===== src/rtl/irq_gate_pkg.sv =====
package irq_gate_pkg;
  localparam int LVL_W   = 3;
  localparam int CCR_W   = 8;
  localparam int BANK_W  = 5;
  localparam int WDATA_W = 8;
  localparam int IE_BIT  = 6;
  localparam int STAT_W  = LVL_W + BANK_W + CCR_W;
  typedef logic [LVL_W-1:0] lvl_t;
endpackage


===== src/rtl/irq_pick.sv =====
module irq_pick
  import irq_gate_pkg::*;
#(
  parameter int NUM_SRC = 8,
  parameter int SRC_W   = 3
) (
  input  logic [NUM_SRC-1:0]       req_valid,
  input  logic [NUM_SRC*LVL_W-1:0] req_level,
  output logic                     found,
  output logic [SRC_W-1:0]         best_idx,
  output lvl_t                     best_lvl
);
  lvl_t lvl_arr [NUM_SRC];

  for (genvar g = 0; g < NUM_SRC; g++) begin : g_unpack
    assign lvl_arr[g] = req_level[g*LVL_W +: LVL_W];
  end

  // Strict compare keeps the earlier (lower) index on ties.
  always_comb begin
    found    = 1'b0;
    best_idx = '0;
    best_lvl = '1;
    for (int i = 0; i < NUM_SRC; i++) begin
      if (req_valid[i] && (!found || lvl_arr[i] < best_lvl)) begin
        found    = 1'b1;
        best_idx = SRC_W'(i);
        best_lvl = lvl_arr[i];
      end
    end
  end
endmodule


===== src/rtl/irq_mask_reg.sv =====
module irq_mask_reg
  import irq_gate_pkg::*;
(
  input  logic               clk,
  input  logic               rst_n,
  input  logic               reti,
  input  lvl_t               reti_val,
  input  logic               wr,
  input  logic [WDATA_W-1:0] wr_data,
  input  logic               take,
  input  lvl_t               take_lvl,
  output lvl_t               mask
);
  always_ff @(posedge clk) begin
    if (!rst_n)    mask <= '0;
    else if (reti) mask <= reti_val;
    else if (wr)   mask <= wr_data[LVL_W-1:0];
    else if (take) mask <= take_lvl;
  end

  AST_WRITE_LOW_BITS: assert property (@(posedge clk) disable iff (!rst_n)
    (wr && !reti) |=> mask == $past(wr_data[LVL_W-1:0]));
endmodule


===== src/rtl/irq_level_gate.sv =====
module irq_level_gate
  import irq_gate_pkg::*;
#(
  parameter int NUM_SRC = 8,
  localparam int SRC_W  = (NUM_SRC > 1) ? $clog2(NUM_SRC) : 1
) (
  input  logic                     clk,
  input  logic                     rst_n,
  input  logic [NUM_SRC-1:0]       req_valid,
  input  logic [NUM_SRC*LVL_W-1:0] req_level,
  input  logic [CCR_W-1:0]         ccr_in,
  input  logic [BANK_W-1:0]        bank_ptr,
  input  logic                     mask_wr,
  input  logic [WDATA_W-1:0]       mask_wdata,
  input  logic                     reti,
  input  logic [LVL_W-1:0]         reti_mask,
  output logic                     acc_valid,
  output logic [SRC_W-1:0]         acc_src,
  output logic [LVL_W-1:0]         acc_level,
  output logic [LVL_W-1:0]         cur_mask,
  output logic [STAT_W-1:0]        status_word
);
  logic             found;
  logic [SRC_W-1:0] best_idx;
  lvl_t             best_lvl;
  logic             fire;

  irq_pick #(.NUM_SRC(NUM_SRC), .SRC_W(SRC_W)) u_pick (
    .req_valid (req_valid),
    .req_level (req_level),
    .found     (found),
    .best_idx  (best_idx),
    .best_lvl  (best_lvl)
  );

  // The best candidate has the smallest level, so if it fails the mask test, all fail.
  always_comb
    fire = found && ccr_in[IE_BIT] && (best_lvl < cur_mask)
           && !reti && !mask_wr && !acc_valid;

  irq_mask_reg u_mask (
    .clk      (clk),
    .rst_n    (rst_n),
    .reti     (reti),
    .reti_val (reti_mask),
    .wr       (mask_wr),
    .wr_data  (mask_wdata),
    .take     (fire),
    .take_lvl (best_lvl),
    .mask     (cur_mask)
  );

  always_ff @(posedge clk) begin
    if (!rst_n) begin
      acc_valid <= 1'b0;
      acc_src   <= '0;
      acc_level <= '0;
    end else begin
      acc_valid <= fire;
      if (fire) begin
        acc_src   <= best_idx;
        acc_level <= best_lvl;
      end
    end
  end

  assign status_word = {cur_mask, bank_ptr, ccr_in};

  AST_ZERO_MASK_BLOCKS: assert property (@(posedge clk) disable iff (!rst_n)
    (cur_mask == '0) |=> !acc_valid);
  AST_ACC_NEEDS_ENABLE: assert property (@(posedge clk) disable iff (!rst_n)
    acc_valid |-> $past(ccr_in[IE_BIT]));
  AST_ACC_BELOW_MASK: assert property (@(posedge clk) disable iff (!rst_n)
    acc_valid |-> acc_level < $past(cur_mask));
  AST_MASK_TAKES_LEVEL: assert property (@(posedge clk) disable iff (!rst_n)
    acc_valid |-> cur_mask == acc_level);
  AST_PICK_IS_PENDING: assert property (@(posedge clk) disable iff (!rst_n)
    found |-> req_valid[best_idx]);
  AST_SINGLE_PULSE: assert property (@(posedge clk) disable iff (!rst_n)
    acc_valid |=> !acc_valid);
  AST_RETI_WINS: assert property (@(posedge clk) disable iff (!rst_n)
    reti |=> (!acc_valid && cur_mask == $past(reti_mask)));
  AST_WRITE_BLOCKS: assert property (@(posedge clk) disable iff (!rst_n)
    mask_wr |=> !acc_valid);
endmodule


===== config.mk =====
export PLATFORM = sky130hd
export DESIGN_NAME = irq_level_gate
export DESIGN_NICKNAME = d
export VERILOG_FILES = /design/src/rtl/irq_gate_pkg.sv /design/src/rtl/irq_pick.sv /design/src/rtl/irq_mask_reg.sv /design/src/rtl/irq_level_gate.sv
export SDC_FILE = /design/constraint.sdc
export NUM_CORES = 1
export LEC_CHECK = 0
export ABC_AREA = 1
export ABC_CLOCK_PERIOD_IN_PS = 11400
export CAP_MARGIN = 20
export CORE_UTILIZATION = 25
export DETAILED_ROUTE_END_ITERATION = 7
export PLACE_DENSITY = 0.62
export SYNTH_ARGS = -nofsm -noshare
export SYNTH_HDL_FRONTEND = slang
export SYNTH_HIERARCHICAL = 1
export SYNTH_SLANG_ARGS = --single-unit

===== constraint.sdc =====
create_clock -name clk -period 11.4 [get_ports clk]
set_input_delay 2.28 -clock clk [delete_from_list [all_inputs] [get_ports clk]]
set_output_delay 2.28 -clock clk [all_outputs]
set_load 0.03 [all_outputs]

; ---- Word-level counts from Yosys, hierarchy flattened
; Index checks and enable logic that the tools add are counted.
[word_totals]
ff_bits = 10
input_bits = 60
output_inout_bits = 26
[classes]
n_lt_le_gt_ge = 8
mux = 26
n_reduce_logical = 30
[op_table]
columns = cell, n
row1 = 2-to-1 mux 3 bit, 15
row2 = < comparator 3 bit, 8
row3 = logical AND 1 bit, 12
row4 = zero test 1 bit, 10
row5 = 2-to-1 mux 1 bit, 9
row6 = logical OR 1 bit, 7
row7 = 2-to-1 mux 2 bit, 2
row8 = nonzero test 3 bit, 1

; ---- Logic depth before layout (Yosys ltp)
; Gate-level depths: netlist of run 1.
[logic_depth]
word_depth = 37
ltp_mapped = 73
mapped_depth_nobuf = 72

; ---- By module
; Netlist of run 1, hierarchy kept.
[by_module_without_submodules]
columns = module, n_inst, cells_each, area_per_inst_um2, seq_area_each_um2
row1 = irq_pick, 1, 180, 904.6, 0.0
row2 = irq_level_gate, 1, 73, 505.5, 140.1
row3 = irq_mask_reg, 1, 42, 224.0, 60.1

; ---- Worst setup path after synthesis of run 1
; No wires, ideal clock.
[synth_path]
kind = input to register
from = in req_level[5]
to = reg u_mask.mask[0]
setup_ns = 0.120
t_arrival_ns = 8.695
required_time_ns = 11.280
path_slack_ns = 2.585
path_stages = 61
cell_sequence = inv_1 > nand2_1 > nand2_1 > nor2_1 > nand2_2 > a31oi_1 > inv_1 > ha_1 > nand2_1 > inv_2 > nand2_1 > nand2_1 > nand2_2 > nand2_2 > o21ai_0 > ha_1 > nand2_1 > inv_2 > [... 25 more ...] > ha_1 > a21oi_1 > nand2_1 > nand2_2 > nand2_2 > nand2_1 > nand2_1 > ha_1 > nand2_1 > nand2_1 > nand2_2 > buf_6 > nand2_1 > inv_1 > nor2_2 > nand3_1 > nand2_1 > a21oi_1
[synth_between]
elab_chain_cells = 34
word_cells_on_any_way = 51
cone_classes = order compare (8) / mux (17) / reduce/logical (26)
[synth_rtl]
columns = element, line
row1 = from (decl), irq_level_gate.sv:10  ; input logic [NUM_SRC*LVL_W-1:0] req_level,
row2 = < comparator 3 bit, irq_pick.sv:25  ; if (req_valid[i] && (!found || lvl_arr[i] < best_lvl)) begin
row3 = logical OR 1 bit, irq_pick.sv:25
row4 = logical AND 1 bit, irq_pick.sv:25
row5 = 2-to-1 mux 3 bit or 2-to-1 mux 1 bit (tied branches), irq_pick.sv:25
row6 = < comparator 3 bit or zero test 1 bit (tied branches), irq_pick.sv:25
row7 = logical OR 1 bit, irq_pick.sv:25
row8 = logical AND 1 bit, irq_pick.sv:25
row9 = 2-to-1 mux 3 bit or 2-to-1 mux 1 bit (tied branches), irq_pick.sv:25
row10 = [... 18 more ...], n/a
row11 = logical AND 1 bit, irq_pick.sv:25
row12 = 2-to-1 mux 3 bit (*), irq_pick.sv:25
row13 = net best_lvl[1], irq_level_gate.sv:25  ; lvl_t best_lvl;
row14 = < comparator 3 bit (*), irq_level_gate.sv:38  ; fire = found && ccr_in[IE_BIT] && (best_lvl < cur_mask)
row15 = logical AND 1 bit (*), irq_level_gate.sv:38
row16 = logical AND 1 bit (*) (3 in a row), irq_level_gate.sv:39  ; && !reti && !mask_wr && !acc_valid;
row17 = net fire, irq_level_gate.sv:26  ; logic fire;
row18 = nonzero test 3 bit (no source line) (*), n/a
row19 = to (signal assigned), irq_mask_reg.sv:16  ; else if (reti) mask <= reti_val;
row20 = to (signal assigned), irq_mask_reg.sv:17  ; else if (wr) mask <= wr_data[LVL_W-1:0];
row21 = to (signal assigned), irq_mask_reg.sv:18  ; else if (take) mask <= take_lvl;
row22 = to (decl), irq_mask_reg.sv:12  ; output lvl_t mask
; The timed path passes the listed nets; every way through them passes the cells marked *. The select of a mux whose other input is x is not followed.
; A chain may end at the register's enable or synchronous reset.

; ---- Final worst setup path of run 1
[layout_path]
from = in req_level[5]
to = reg u_mask.mask[1]
; Same word-level chain as after synthesis.

==> summary.md, run 1 <==
| Metric | Value |
|---|---|
| Placer's final routability congestion estimate | 0.856 |
| Number of violations reported at the end of detailed-routing iteration 0 | 63 |
| Worst Clk Skew | 0.00691 ns |
| Die W | 82.8 µm |
| Cell taking the most area after synthesis | sky130_fd_sc_hd__nand2_1 |
| Crit Reg-Reg Startpoint | u_mask/mask[1] |
| Most used cell along the critical path | sky130_fd_sc_hd__nand2_1 |
| Slowest stage cell, crit path | sky130_fd_sc_hd__clkdlybuf4s50_1 |
| Post-synthesis register bit count | 10 |
| RSZ-0062 raised after global routing | no |
| Global-route wire length before repair | 6.71 mm |
| Total of fill cells in the finished design | about 710 |
| Fraction of registers with async set/reset | 0% |
| Core area | around 6300 µm² |
| Critical Path RT | 11.52 ns |
| Fraction of the yosys area taken by sequential cells | 12.3% |
| Shortest period the worst path allows | 9.93 ns |
| Number of port buffers | 56 |
| Largest cells by area after synthesis | sky130_fd_sc_hd__nand2_1 20%, sky130_fd_sc_hd__inv_1 12%, sky130_fd_sc_hd__dfxtp_1 12%, sky130_fd_sc_hd__nand3_1 11%, sky130_fd_sc_hd__ha_1 8.4% |
| Most numerous cell in the Yosys netlist | sky130_fd_sc_hd__nand2_1 |
| Wirelength per Cell | between 8 and 9 µm |
| Number of setup violations in the final report | 0 |
| Height of the die | about 83 µm |
| Total power consumption of the routed design | 243 µW |
| Crit-path max FO | 13 |
| Area share of xor/xnor cells in the synthesized design | 0% |
| Primary FF master, synth | sky130_fd_sc_hd__dfxtp_1 |
| Worst-Margin Slew | 0.384 ns |
| Final hold violations | 0 |
| Headroom to the max-slew limit | between 70% and 80% |
| Final Net Count | around 410 |
| # Post-CTS Setup Buffers | 0 |
| Post-cts hold buffer count | 0 |
| Latest clock arrival within the worst-skew pair | 0.24 ns |
| CTS root buf | sky130_fd_sc_hd__clkbuf_8 |
| Number of resized instances in the post-cts repair step | 0 |
| Final total negative setup slack | 0 ns |
| Clock Sink Count | 10 |
| Largest net degree at the start of global routing | 14 |
| Share of the core filled with cells in the final layout | 34.9% |
| Endpoint arrival time on the critical path | 10.05 ns |
| Count of final max-slew check failures | 0 |
| Worst path max stage delay | between 0.4 and 0.5 ns |
| Placed wire-length estimate | 3.11 mm |
| Startpoint class of the critical path | input port |
| CTS tree | yes |
| Synth Net Count | 366 |
| Reg2reg end | u_mask/mask[1] |
| Commonest cells in the synthesized netlist | 86 x sky130_fd_sc_hd__nand2_1, 54 x sky130_fd_sc_hd__inv_1, 37 x sky130_fd_sc_hd__nand3_1, 17 x sky130_fd_sc_hd__nor2_1 |
| Total number of yosys warnings | 6 |
| Clock transition at the register clock pins on the worst setup and hold paths after CTS | 0.05 ns |
| Main combinational cell family by area after synthesis | simple AND/OR/NAND/NOR gates |
| Leakage power | 1.19 nW |
| Fraction of the mapped netlist area in compound gates | 8.50% |
| Setup crit end kind | flop |
| Depth of the worst register-to-register path | 11 |
| Final ANT Viol Nets | 0 |
| Maximum clock path buffer count | 2 |
| Multiplexer area fraction after synthesis | 0% |
| Count of flip-flops with a built-in enable after synthesis | 0 |
| Total wirelength of the detailed-routed design | 3.71 mm |
| Grt ovf | 0 |
| Area share of the leading cell type in the synthesized netlist | 19.8% |
| Antenna violations before repair | 0 |
| Fin crit share | 87.1% |
| Cell Area, Synth | 1630 µm² |
| Max-capacitance violation count | 0 |
| Maximum operating frequency | 101 MHz |
| Area of the die | 6860 µm² |
| R2R Setup Slk | 9.73 ns |
| Hold-critical path depth | 2 |
| Total iterations of the first detailed-routing run | 4 |
| Gr usage total | 11.2% |
| Outcome | finished clean |
| Worst hold-check slack | 0.488 ns |
| Hold_sp | acc_level[1] |
| Areal power density over the cells | 110 nW/µm² |
| Detailed-route vias per instance | 4.31 |
| Via count | 1783 |
| CTS H-Tree Depth | 1 |
| Mean instance size in the synthesized netlist | 5.54 µm² |
| Layout cell share with drive strength beyond 1 | 10.4% |
| Inserted Clock Buffers | 3 |
| Number of distinct library cells after synthesis | 22 |
| Vias in the first global route | 1660 |
| IR Drop Worst-Case VDD | around 0.073 mV |
| Worst min path class | reg2reg |
| Area growth, synth to finish | 34.8% |
| Count of antenna diodes in the layout | 0 |
| I/O pin count | 86 |
| Adder-cell share of the synthesized area | ~8.4% |
| FP Rows | 29 |
| Endpoint, Worst Hold | acc_level[1] |
| Cells after Synth | 295 |
| Area share of and/or/nand/nor cells after synthesis | 48.1% |
| Starting Density | 25.9% |
| # DRC | 0 |
| Kind of critical path | in2reg |
critical path, delay by kind of cell:
family / cells / cell delay [ns]
and+or+nand+nor: 39 / 3.14
adders and majority gates: 7 / 2.02
AOI/OAI and AO/OA: 9 / 1.80
buffers and inverters: 8 / 0.80
final cells by class:
cell class                      instances  area (µm²)  share of cell area (%)
Multi-Input combinational cell        206        1060                    48.2
Timing Repair Buffer                   56         561                    25.4
Inverter                               61         229                    10.4
Sequential cell                        10         200                    9.09
Tap cell                               77        96.3                    4.37
Clock buffer                            4        55.1                    2.50
per-stage QoR:
step	cell area, µm²	worst slack (ns)	instances
2_1_floorplan	1630	2.59	295
3_3_place_gp	2150	1.22	410
3_5_place_dp	2150	1.13	410
4_1_cts	2200	1.37	414
5_1_grt	2200	0.454	414
6_report	2200	1.47	414
state kept, by name, indices dropped and copies added, names as in the netlist:
register     flops
acc_level        3
acc_src          3
u_mask/mask      3
acc_valid        1
routing by layer:
metal	wire [µm]	part of all wire [%]	track usage, %
met1	1760	48	13.7
met2	1660	45	20.1
met4	29	0.78	2.98
met5	0	0	0
met3	251	6.8	2.09
power by group:
part           switching, mW  internal (mW)
registers            0.00259         0.0387
clock network         0.0153         0.0305
logic                 0.0940         0.0623
cell usage in the layout (no fill, tap or decap):
master,netlist,layout
sky130_fd_sc_hd__nand3_1,37,37
sky130_fd_sc_hd__clkbuf_8,0,4
sky130_fd_sc_hd__inv_1,54,54
sky130_fd_sc_hd__nor2_1,17,17
sky130_fd_sc_hd__clkdlybuf4s50_1,0,56
sky130_fd_sc_hd__a21oi_1,16,16
sky130_fd_sc_hd__clkinv_1,1,1
sky130_fd_sc_hd__nor2_2,2,2
sky130_fd_sc_hd__nand4_1,3,3
sky130_fd_sc_hd__nand2_1,86,86
sky130_fd_sc_hd__nand2_4,5,5
sky130_fd_sc_hd__nand2_2,11,11
sky130_fd_sc_hd__inv_2,6,6
sky130_fd_sc_hd__nand3_2,2,2
sky130_fd_sc_hd__or2_2,3,3
sky130_fd_sc_hd__and2_2,1,1
sky130_fd_sc_hd__a31oi_1,1,1
sky130_fd_sc_hd__ha_1,11,11
sky130_fd_sc_hd__nor2_4,1,1
sky130_fd_sc_hd__dfxtp_1,10,10
sky130_fd_sc_hd__a21boi_0,1,1
sky130_fd_sc_hd__o21ai_0,9,9
kinds of logic (layout without fill, tap and decap cells):
group           count (synthesis)  count (layout)
flops                          10              10
buf+inv                        79             121
fa+ha+maj                      11              11
compound gates                 27              27
simple gates                  168             168
worst max path at each step:
stage | start | to | slack, ns | depth (start not counted)
2_1_floorplan | req_level[5] | u_mask/mask[0] | 2.59 | 61
3_5_place_dp | req_level[5] | u_mask/mask[0] | 1.13 | 61
3_3_place_gp | req_level[5] | u_mask/mask[0] | 1.22 | 61
4_1_cts | req_level[5] | u_mask/mask[0] | 1.37 | 61
5_1_grt | req_valid[0] | u_mask/mask[1] | 0.45 | 59
6_report | req_level[5] | u_mask/mask[1] | 1.47 | 63
No activity file was read; power rests on OpenSTA's default activity.
==> run 2, diff against run 1 <==
CORE_ASPECT_RATIO = 0.5   (was not set)
GPL_TIMING_DRIVEN = 0   (was not set)
==> summary.md, run 2 (synthesized netlist as in run 1, its figures left out) <==
| Metric | Value |
|---|---|
| Sequential Area | 200 µm² |
| Number of violations reported at the end of detailed-routing iteration 0 | 52 |
| Placer's final routability congestion estimate | 0.771 |
| Count of final max-slew check failures | 0 |
| Largest net degree at the start of global routing | 11 |
| Max-capacitance violation count | 0 |
| Largest regs | acc_level: 3 flops, acc_src: 3 flops, u_mask/mask: 3 flops |
| Layout cell share with drive strength beyond 1 | 14.4% |
| Starting Density | a little over a quarter |
| Pre-CTS setup slack | ~1.1 ns |
| Outcome | finished clean |
| Worst Clk Skew | 0.00119 ns |
| Final total negative setup slack | 0 ns |
| Number of port buffers | 68 |
| Kind of critical path | in2reg |
| CTS H-Tree Depth | 1 |
| Clock Sink Count | 10 |
| Clock transition at the register clock pins on the worst setup and hold paths after CTS | 0.04 ns |
| Critical path capture point | u_mask/mask[0] |
| Count of antenna diodes in the layout | 0 |
| Worst min path class | reg2reg |
| Inserted Clock Buffers | 3 |
| R2R Setup Slk | slightly below 10 ns |
| RSZ-0062 raised after global routing | no |
| Placed wire-length estimate | 3.35 mm |
| Post-cts hold buffer count | 0 |
| Die W | 116 µm |
| Global-route wire length before repair | 6.44 mm |
| Areal power density over the cells | 114 nW/µm² |
| Vias in the first global route | approximately 1600 |
| Total iterations of the first detailed-routing run | 4 |
| Setup crit end kind | flop |
| Total wirelength of the detailed-routed design | ~3.9 mm |
| Shortest period the worst path allows | 10.0 ns |
| Endpoint arrival time on the critical path | between 10 and 15 ns |
| # DRC | 0 |
| Final critical-path setup slack | 1.40 ns |
| Area of the die | 6880 µm² |
| Leakage power | 1.34 nW |
| IR Drop Worst-Case VDD | between 0.03 and 0.04 mV |
| Antenna violations before repair | 0 |
| # Post-CTS Setup Buffers | 0 |
| FP Rows | 20 |
| Top library cells by usage in the layout, fill and taps aside | 86 x sky130_fd_sc_hd__nand2_1, 68 x sky130_fd_sc_hd__clkdlybuf4s50_1, 54 x sky130_fd_sc_hd__inv_1, 37 x sky130_fd_sc_hd__nand3_1, 17 x sky130_fd_sc_hd__nor2_1 |
| CTS tree | yes |
| Detailed-route vias per instance | 4.07 |
| Crit Reg-Reg Startpoint | u_mask/mask[1] |
| Maximum clock path buffer count | 2 |
| Startpoint class of the critical path | input port |
| Number of resized instances in the post-cts repair step | 0 |
| Final Net Count | 439 |
| Via count | 1852 |
| Wirelength per Cell | 8.51 µm |
| Slowest stage cell, crit path | sky130_fd_sc_hd__clkdlybuf4s50_1 |
| Number of setup violations in the final report | 0 |
| Core area | between 6000 and 7000 µm² |
| Commonest non-fill, non-tap cell in the layout | sky130_fd_sc_hd__nand2_1 |
| Headroom to the max-slew limit | 76.5% |
| Crit-path max FO | 10 |
| Area growth, synth to finish | 53.8% |
| Grt ovf | 0 |
| Fin crit share | 87.7% |
| CTS root buf | sky130_fd_sc_hd__clkbuf_16 |
| Worst setup path start | req_level[5] |
| Depth of the worst register-to-register path | 12 |
| I/O pin count | 86 |
| Most used cell along the critical path | sky130_fd_sc_hd__nand2_1 |
| Reg2reg end | u_mask/mask[0] |
| Total of fill cells in the finished design | 685 |
| Latest clock arrival within the worst-skew pair | 0.24 ns |
| Gr usage total | 11.4% |
| Height of the die | between 50 and 60 µm |
| Worst-Margin Slew | 0.348 ns |
| Worst path max stage delay | approximately 0.47 ns |
| Critical Path RT | 11.52 ns |
| Maximum operating frequency | around 100 MHz |
| Total area of multi-input combinational cells | 1060 µm² |
| Final ANT Viol Nets | 0 |
| Worst hold-check slack | 0.485 ns |
| Final hold violations | 0 |
## run 2: cell types whose count changed in the layout (fill, tap and decap cells not counted), sizes merged
cell           previous run  this run
clkdlybuf4s50            56        68
buf                       0        18
## run 2: critical path: cells and delay by family
family,cells,cell delay [ns]
and+or+nand+nor,39,3.05
AOI/OAI and AO/OA,9,1.85
adders and majority gates,7,2.03
buffers and inverters,9,0.92
## run 2: cell type report
cell class | instances | area share, %
multi-input cells | 206 | 42.3
repair buffers | 68 | 27.1
inverters | 61 | 9.11
flip-flops and latches | 10 | 7.96
plain buffers | 18 | 5.67
well taps | 88 | 4.38
clock buffers | 4 | 3.53
## run 2: where the power goes
part	leakage [nW]	switching, mW	total, mW	internal [mW]
clock	0.0442	0.0179	0.0708	0.0529
combinational	1.21	0.100	0.175	0.0749
sequential	0.0818	0.00260	0.0414	0.0388
## run 2: stage by stage
stage / cell area [µm²] / util (%) / total power [mW] / cells
after detailed placement: 2420 / 39.2 / 0.218 / 451
after CTS: 2510 / 40.7 / 0.291 / 455
after floorplan: 1630 / - / 0.167 / 295
after global routing: 2510 / 40.7 / 0.315 / 455
after global placement: 2420 / 39.2 / 0.217 / 451
final: 2510 / 40.7 / 0.287 / 455
## run 2: worst min path at each step
stage,slack [ns],start,endpoint,cells after the start
final,0.48,acc_level[0],acc_level[0],2
after global routing,0.52,acc_level[2],acc_level[2],2
after CTS,0.49,acc_level[0],acc_level[0],2
after detailed placement,0.48,acc_level[0],acc_level[0],2
after global placement,0.48,acc_level[0],acc_level[0],2
after floorplan,0.62,acc_src[0],acc_src[0],2
## run 2: layer usage
layer	up-vias	part of all wire, %	global-route usage (%)
met3	0	7.3	2.56
met5	-	0	0
li1	1038	-	-
met1	767	48	14.3
met4	0	0	2.20
met2	47	44	20.5
